### src/rtl/opsel_alu_pkg.sv
package opsel_alu_pkg;

  typedef enum logic [2:0] {
    OP_ADD  = 3'b000,
    OP_SUB  = 3'b001,
    OP_AND  = 3'b010,
    OP_OR   = 3'b011,
    OP_XOR  = 3'b100,
    OP_NOTA = 3'b101,
    OP_INC  = 3'b110,
    OP_PASS = 3'b111
  } op_e;

  function automatic logic op_is_arith(op_e op);
    return (op == OP_ADD) || (op == OP_SUB) || (op == OP_INC);
  endfunction

endpackage

### src/rtl/opsel_alu_arith.sv
module opsel_alu_arith
  import opsel_alu_pkg::*;
#(
  parameter int W = 8
) (
  input  logic [W-1:0] a_i,
  input  logic [W-1:0] b_i,
  input  op_e          op_i,
  output logic [W-1:0] sum_o,
  output logic         cout_o
);

  logic [W-1:0] addend;
  logic         cin;
  logic [W:0]   chain;

  // operand conditioning: one adder serves add, subtract and increment
  always_comb begin
    case (op_i)
      OP_SUB: begin
        addend = ~b_i;
        cin    = 1'b1;
      end
      OP_INC: begin
        addend = '0;
        cin    = 1'b1;
      end
      default: begin
        addend = b_i;
        cin    = 1'b0;
      end
    endcase
  end

  assign chain[0] = cin;

  for (genvar i = 0; i < W; i++) begin : g_fa
    assign sum_o[i]    = a_i[i] ^ addend[i] ^ chain[i];
    assign chain[i+1]  = (a_i[i] & addend[i]) | (chain[i] & (a_i[i] ^ addend[i]));
  end

  assign cout_o = chain[W];

endmodule

### src/rtl/opsel_alu_logic.sv
module opsel_alu_logic
  import opsel_alu_pkg::*;
#(
  parameter int W = 8
) (
  input  logic [W-1:0] a_i,
  input  logic [W-1:0] b_i,
  input  op_e          op_i,
  output logic [W-1:0] y_o
);

  for (genvar i = 0; i < W; i++) begin : g_bit
    always_comb begin
      case (op_i)
        OP_AND:  y_o[i] = a_i[i] & b_i[i];
        OP_OR:   y_o[i] = a_i[i] | b_i[i];
        OP_XOR:  y_o[i] = a_i[i] ^ b_i[i];
        OP_NOTA: y_o[i] = ~a_i[i];
        default: y_o[i] = a_i[i];
      endcase
    end
  end

endmodule

### src/rtl/opsel_alu.sv
module opsel_alu
  import opsel_alu_pkg::*;
#(
  parameter int W = 8
) (
  input  logic [W-1:0] opd_a,
  input  logic [W-1:0] opd_b,
  input  logic [2:0]   op_sel,
  output logic [W-1:0] result,
  output logic         carry_out
);

  op_e          op;
  logic [W-1:0] arith_y;
  logic         arith_c;
  logic [W-1:0] logic_y;
  logic         sel_arith;

  assign op = op_e'(op_sel);

  opsel_alu_arith #(.W(W)) u_arith (
    .a_i    (opd_a),
    .b_i    (opd_b),
    .op_i   (op),
    .sum_o  (arith_y),
    .cout_o (arith_c)
  );

  opsel_alu_logic #(.W(W)) u_logic (
    .a_i  (opd_a),
    .b_i  (opd_b),
    .op_i (op),
    .y_o  (logic_y)
  );

  assign sel_arith = op_is_arith(op);
  assign result    = sel_arith ? arith_y : logic_y;
  assign carry_out = sel_arith & arith_c;

endmodule

### config.mk
export PLATFORM = sky130hd
export DESIGN_NAME = opsel_alu
export DESIGN_NICKNAME = d
export VERILOG_FILES = /design/src/rtl/opsel_alu_pkg.sv /design/src/rtl/opsel_alu_arith.sv /design/src/rtl/opsel_alu_logic.sv /design/src/rtl/opsel_alu.sv
export SDC_FILE = /design/constraint.sdc
export NUM_CORES = 1
export LEC_CHECK = 0
export ABC_AREA = 1
export BUFFER_PORTS_ARGS = -buffer_cell sky130_fd_sc_hd__buf_4
export CAP_MARGIN = 20
export CORE_ASPECT_RATIO = 1.5
export CORE_MARGIN = 3
export CORE_UTILIZATION = 30
export DETAILED_ROUTE_END_ITERATION = 16
export PLACE_DENSITY_LB_ADDON = 0.25
export SYNTH_ARGS = -nofsm -noshare
export SYNTH_HDL_FRONTEND = slang
export SYNTH_HIERARCHICAL = 1
export SYNTH_SLANG_ARGS = --single-unit
### constraint.sdc
create_clock -name vclk -period 9.2
set_input_delay 0 -clock vclk [all_inputs]
set_output_delay 0 -clock vclk [all_outputs]
set_load 0.1 [all_outputs]
# --- Word-level counts from Yosys, hierarchy flattened ---
# Cells that the tools add are included.
word_totals:
  register_bits: 0
  wordCells: 95
  in_bits: 19
  output_inout_bits: 9
classes:
  mux: 11
  n_eq_ne: 6
  n_bitwise: 74
  reduce_logical: 4
ops:
  columns: ["op", "count"]
  rows:
  - ["case mux 1 bit (4 select lines)", 8]
  - ["bitwise AND 1 bit", 25]
  - ["bitwise XOR 1 bit", 24]
  - ["bitwise OR 1 bit", 16]
  - ["case mux 8 bit (2 select lines)", 1]
  - ["equality test 3 bit (second input constant)", 3]
  - ["two-way mux 8 bit", 1]
  - ["NOT 1 bit", 8]
  - ["NOT 8 bit", 1]
  - ["equality test 3 x 2 -> 1 bit (second input constant)", 2]
  - ["equality test 3 x 1 -> 1 bit (second input constant)", 1]
  - ["zero test 3 bit", 1]
  - ["logical OR 1 bit", 2]
  - ["OR reduction 2 bit", 1]
  - ["two-way mux 1 bit", 1]

# --- Logic depth before layout (Yosys ltp) ---
depth:
  ltp_word: 20
  ltp_mapped: 16
  ltp_nobuf: 16

# --- Hierarchy ---
# The synthesis kept the hierarchy.
by_module_without_submodules:
  columns: ["mod", "n_inst", "area_each_um2", "cells_each", "seq_area_each_um2"]
  rows:
  - ["opsel_alu_logic", 1, 619.3, 120, 0.0]
  - ["opsel_alu_arith", 1, 394.1, 62, 0.0]
  - ["opsel_alu", 1, 158.9, 31, 0.0]

# --- Worst setup path before layout ---
# OpenSTA, ideal clock, no wires.
synth_path:
  path_kind: "input to output"
  startpoint: "input port op_sel[1]"
  endpoint: "output port carry_out"
  arrival_time_ns: 5.418
  cell_stages: 14
  path_buffers: 0
  slack_ns: 3.782
  required_time_ns: 9.200
  path_cell_list: "inv_1 > nand3_4 > nand2_4 > inv_1 > fa_1 > fa_1 > fa_1 > fa_1 > fa_1 > fa_1 > fa_1 > inv_1 > fa_1 > a21boi_0"
synth_via:
  elab_chain_len: 20
  elab_cells_between_ends: 41
  cone_classes: "eq/ne: 2; mux: 2; bitwise: 33; reduce/logical: 4"
synth_lines:
  columns: ["element", "line", "source"]
  rows:
  - ["start: declaration", "opsel_alu.sv:8", "input logic [2:0] op_sel,"]
  - ["equality test 3 bit / equality test 3 x 1 -> 1 bit (equally long branches)", "opsel_alu_arith.sv:19", "case (op_i)"]
  - ["case mux 8 bit (2 select lines) / OR reduction 2 bit (equally long branches)", null, null]
  - ["bitwise XOR 1 bit / two-way mux 1 bit (equally long branches)", "opsel_alu_arith.sv:39, opsel_alu_arith.sv:19", null]
  - ["bitwise AND 1 bit", "opsel_alu_arith.sv:39", "assign chain[i+1] = (a_i[i] & addend[i]) | (chain[i] & (a_i[i] ^ addend[i]));"]
  - ["bitwise OR 1 bit", "opsel_alu_arith.sv:39", null]
  - ["bitwise AND 1 bit", "opsel_alu_arith.sv:39", null]
  - ["bitwise OR 1 bit", "opsel_alu_arith.sv:39", null]
  - ["bitwise AND 1 bit", "opsel_alu_arith.sv:39", null]
  - ["[5 not listed]", null, null]
  - ["bitwise AND 1 bit", "opsel_alu_arith.sv:39", null]
  - ["bitwise OR 1 bit", "opsel_alu_arith.sv:39", null]
  - ["bitwise AND 1 bit", "opsel_alu_arith.sv:39", null]
  - ["bitwise OR 1 bit", "opsel_alu_arith.sv:39", null]
  - ["bitwise AND 1 bit", "opsel_alu_arith.sv:39", null]
  - ["bitwise OR 1 bit (*)", "opsel_alu_arith.sv:39", null]
  - ["named net arith_c", "opsel_alu.sv:15", "logic arith_c;"]
  - ["bitwise AND 1 bit (*)", "opsel_alu.sv:38", "assign carry_out = sel_arith & arith_c;"]
  - ["end: declaration", "opsel_alu.sv:10", "output logic carry_out"]
# The timed path passes the listed nets; every way through them passes the cells marked *.

# --- Worst setup path in the final report ---
layout_path:
  startpoint: "input port op_sel[1]"
  endpoint: "output port result[7]"
layout_via:
  elab_chain_len: 19
  elab_cells_between_ends: 44
  cone_classes: "eq/ne: 6; mux: 4; bitwise: 30; reduce/logical: 4"
layout_lines:
  columns: ["element", "line", "source"]
  rows:
  - ["equality test 3 bit / equality test 3 x 1 -> 1 bit (equally long branches)", "opsel_alu_arith.sv:19", null]
  - ["case mux 8 bit (2 select lines) / OR reduction 2 bit (equally long branches)", null, null]
  - ["bitwise XOR 1 bit / two-way mux 1 bit (equally long branches)", "opsel_alu_arith.sv:39, opsel_alu_arith.sv:19", null]
  - ["bitwise AND 1 bit", "opsel_alu_arith.sv:39", null]
  - ["bitwise OR 1 bit", "opsel_alu_arith.sv:39", null]
  - ["bitwise AND 1 bit", "opsel_alu_arith.sv:39", null]
  - ["bitwise OR 1 bit", "opsel_alu_arith.sv:39", null]
  - ["bitwise AND 1 bit", "opsel_alu_arith.sv:39", null]
  - ["[4 not listed]", null, null]
  - ["bitwise OR 1 bit", "opsel_alu_arith.sv:39", null]
  - ["bitwise AND 1 bit", "opsel_alu_arith.sv:39", null]
  - ["bitwise OR 1 bit", "opsel_alu_arith.sv:39", null]
  - ["bitwise AND 1 bit", "opsel_alu_arith.sv:39", null]
  - ["bitwise OR 1 bit", "opsel_alu_arith.sv:39", null]
  - ["bitwise XOR 1 bit (*)", "opsel_alu_arith.sv:38", "assign sum_o[i] = a_i[i] ^ addend[i] ^ chain[i];"]
  - ["named net arith_y[7]", "opsel_alu.sv:14", "logic [W-1:0] arith_y;"]
  - ["two-way mux 8 bit (*)", "opsel_alu.sv:37", "assign result = sel_arith ? arith_y : logic_y;"]
  - ["end: declaration", "opsel_alu.sv:9", "output logic [W-1:0] result,"]
# Marked as above.

==> results.rst <==
.. list-table::
   :header-rows: 1

   * - Metric
     - Value
   * - Net switching share of the total power
     - 72.63%
   * - Post-synthesis compound-gate area fraction
     - 0.6403%
   * - Ports placed on the boundary
     - 28
   * - Highest clock rate
     - 0.2417 GHz
   * - Total via count after detailed routing
     - 1,189
   * - Leading cell types in the layout, fill and taps excluded
     - inv_1 (62), nor2_1 (49), nand2_1 (47)
   * - Sequential element share of the synthesized area
     - 0%
   * - Placement row count
     - 27
   * - Final-report setup violation count
     - 0
   * - Number of buffers inserted for hold repair after clock tree synthesis
     - 0
   * - Die Y
     - 82.56 um
   * - Post-route core utilization
     - 38.65%
   * - Synth warn
     - 6
   * - Overall routed net length
     - 2783 um
   * - Setup repair after global routing missed its margin
     - false
   * - Net count of the mapped netlist
     - 256
   * - Final RePlAce weighted congestion
     - 0.8098
   * - Netlist Area Pre-Place
     - 1172 um2
   * - Depth of the worst hold-timing path
     - 6
   * - Worst-case setup slack after placement
     - 5064 ps
   * - Crit share post-route
     - 44.96%
   * - Crit-path max FO
     - 9
   * - Adder and majority gate portion of the synthesized area
     - 30.74%
   * - Class of the most critical hold timing path
     - in2out
   * - Die area
     - 4709 um2
   * - Initial antenna violation count
     - 0
   * - Sequential cell count of the final layout
     - 0
   * - Leading cell type in the layout, fill and taps excluded
     - inv_1
   * - NetSw
     - 0.08993 mW
   * - Leakage power
     - 0.9508 nW
   * - Data arrival time at the worst-slack endpoint
     - 4140 ps
   * - Uppermost layer routed
     - met3
   * - Effective utilization at floorplan
     - 31.55%
   * - Basic-gate share of the synthesized area counting and, or, nand and nor cells
     - 46.74%
   * - Met2 wire length
     - 1447 um
   * - Required time of the worst setup path
     - 9200 ps
   * - Fraction of final layout cells sized beyond drive strength 1
     - 15.35%
   * - Headroom to the max-slew limit
     - 68.71%
   * - Overall track demand over capacity in global routing
     - 12.13%
   * - Total congestion overflow after global routing
     - 0
   * - Final sum of negative setup slack
     - 0 ps
   * - Clock period minus worst slack
     - 4137 ps
   * - Net count, final
     - 286
   * - Post-synth top area share
     - 19.85%
   * - Internal cell power
     - 0.03389 mW
   * - Max-cap violation count
     - 0
   * - Category of the worst setup path launch point
     - input port
   * - Global-route wire length before repair
     - 4678 um
   * - Average detailed-routed wire length per instance
     - 9.799 um
   * - Dominant combinational cell family by area after synthesis
     - simple AND/OR/NAND/NOR gates
   * - Number of nets with antenna violations after detailed routing
     - 0
   * - Fraction of power consumed by sequential logic
     - 0%
   * - Source of the worst hold timing path
     - opd_a[0]
   * - Slew of the pin with the lowest slew margin
     - 467.0 ps
   * - Number of instances in the synthesized netlist
     - 213
   * - Pre-Repair DR Iteration Count
     - 4
   * - Sum of net half-perimeters after detailed placement
     - 2284 um
   * - Setup CP Type
     - in2out
   * - Post-synthesis xor/xnor area fraction
     - 1.387%
   * - Post-route setup slack
     - 5063 ps
   * - Number of clock buffers in the layout
     - 0
   * - Critical Path Sink Type
     - primary output
   * - Iter 0 DRT Violations
     - 16
   * - Floorplan die width
     - 57.04 um
   * - Worst-case vdd ir drop
     - 0.1173 mV
   * - Final antenna diode count
     - 0
   * - Number of hold violations in the final report
     - 0
   * - Sequential standard cell area
     - 0 um2
   * - Post-cts repair resize count
     - 0
   * - Number of buffers inserted to repair setup after CTS
     - 0
   * - Average footprint of a synthesized cell
     - 5.504 um2
   * - Leading post-synthesis cells by cell area
     - inv_1 (20%), ha_1 (17%), nor2_1 (16%)
   * - Number of global-route vias before repair
     - 1,063
   * - Number of pins exceeding their max-slew limit in the final report
     - 0
   * - Worst min-delay path endpoint
     - result[0]
   * - Combinational Power Share
     - 100.0%
   * - Outcome
     - finished, final reports clean
   * - Routed wire length on met3
     - 85 um
   * - Most area-hungry cell type in the Yosys netlist
     - inv_1
   * - Mux share of post-synthesis cell area
     - 0%
   * - Area of the core
     - 3716 um2
   * - Number of remaining DRC errors
     - 0
   * - Wl on met1
     - 1250 um
   * - Power per unit of standard cell area
     - 86.21 nW/um2
   * - Port Buffers
     - 28
   * - Distinct cell type count of the synthesized netlist
     - 14
   * - Area delta synth->final
     - 22.52%
   * - Proportion of power drawn by the clock network
     - 0%
   * - Largest net degree at the start of global routing
     - 11
   * - Via density per instance
     - 4.187
==> cell type report <==
cell class,instances,area (um2)
Tap cell,43,53.80
Inverter,64,240.2
Fill cell,434,2280
Timing Repair Buffer,28,210.2
Multi-Input combinational cell,149,932.1
==> Yosys cell counts <==
cell	count
inv_1	62
nor2_1	49
nand2_1	47
nand3_1	19
ha_1	16
fa_1	8
nand2_4	3
inv_2	2
nand3_4	2
a21boi_0	1
nand3_2	1
nand3b_1	1
nand4_1	1
xnor2_2	1
==> how the worst max path moves through the flow <==
| stage | endpoint | from | slack, ps | cells past startpoint |
|---|---|---|---|---|
| after floorplan | carry_out | op_sel[1] | 3780 | 14 |
| after global placement | result[7] | op_sel[1] | 5130 | 17 |
| after detailed placement | result[7] | op_sel[1] | 5060 | 17 |
| after CTS | result[7] | op_sel[1] | 5060 | 17 |
| after global routing | result[7] | op_sel[1] | 4880 | 17 |
| final | result[7] | op_sel[1] | 5060 | 17 |
==> power groups by stage <==
stage	combinational, mW	sequential, mW	clock [mW]
after floorplan	0.0930	0	0
after global placement	0.124	0	0
after detailed placement	0.125	0	0
after CTS	0.125	0	0
after global routing	0.136	0	0
final	0.124	0	0
==> per-layer routing <==
| metal | vias to the layer above | GRT usage (%) |
|---|---|---|
| li1 | 667 | - |
| met1 | 504 | 15.32 |
| met2 | 18 | 24.03 |
| met3 | 0 | 0.3110 |
| met4 | 0 | 0 |
| met5 | - | 0 |
==> cell families after synthesis <==
logic type / count (synthesis)
AO/OA/AOI/OAI: 1
XOR/XNOR: 1
adder cells (fa/ha/maj): 24
buffers and inverters: 64
AND/OR/NAND/NOR: 123
==> through the flow <==
step	cells	hold WS, ps	area (um2)	total power, mW
finish	284	613.2	1436	0.1238
floorplan	213	720.8	1172	0.09300
global placement	284	620.0	1436	0.1240
global route	284	662.4	1436	0.1361
CTS	284	621.1	1436	0.1250
detailed placement	284	618.6	1436	0.1247
==> critical path, stage by stage <==
cell     delay (ps)
buf_4           160
inv_1           120
nand3_4         140
nand2_4         130
inv_1            60
fa_1            400
fa_1            390
fa_1            390
fa_1            390
fa_1            380
fa_1            390
fa_1            370
inv_1            70
fa_1            400
nand2_1          70
nand2_1          50
buf_4           220
Note: power is estimated with default switching activity, not from simulation.
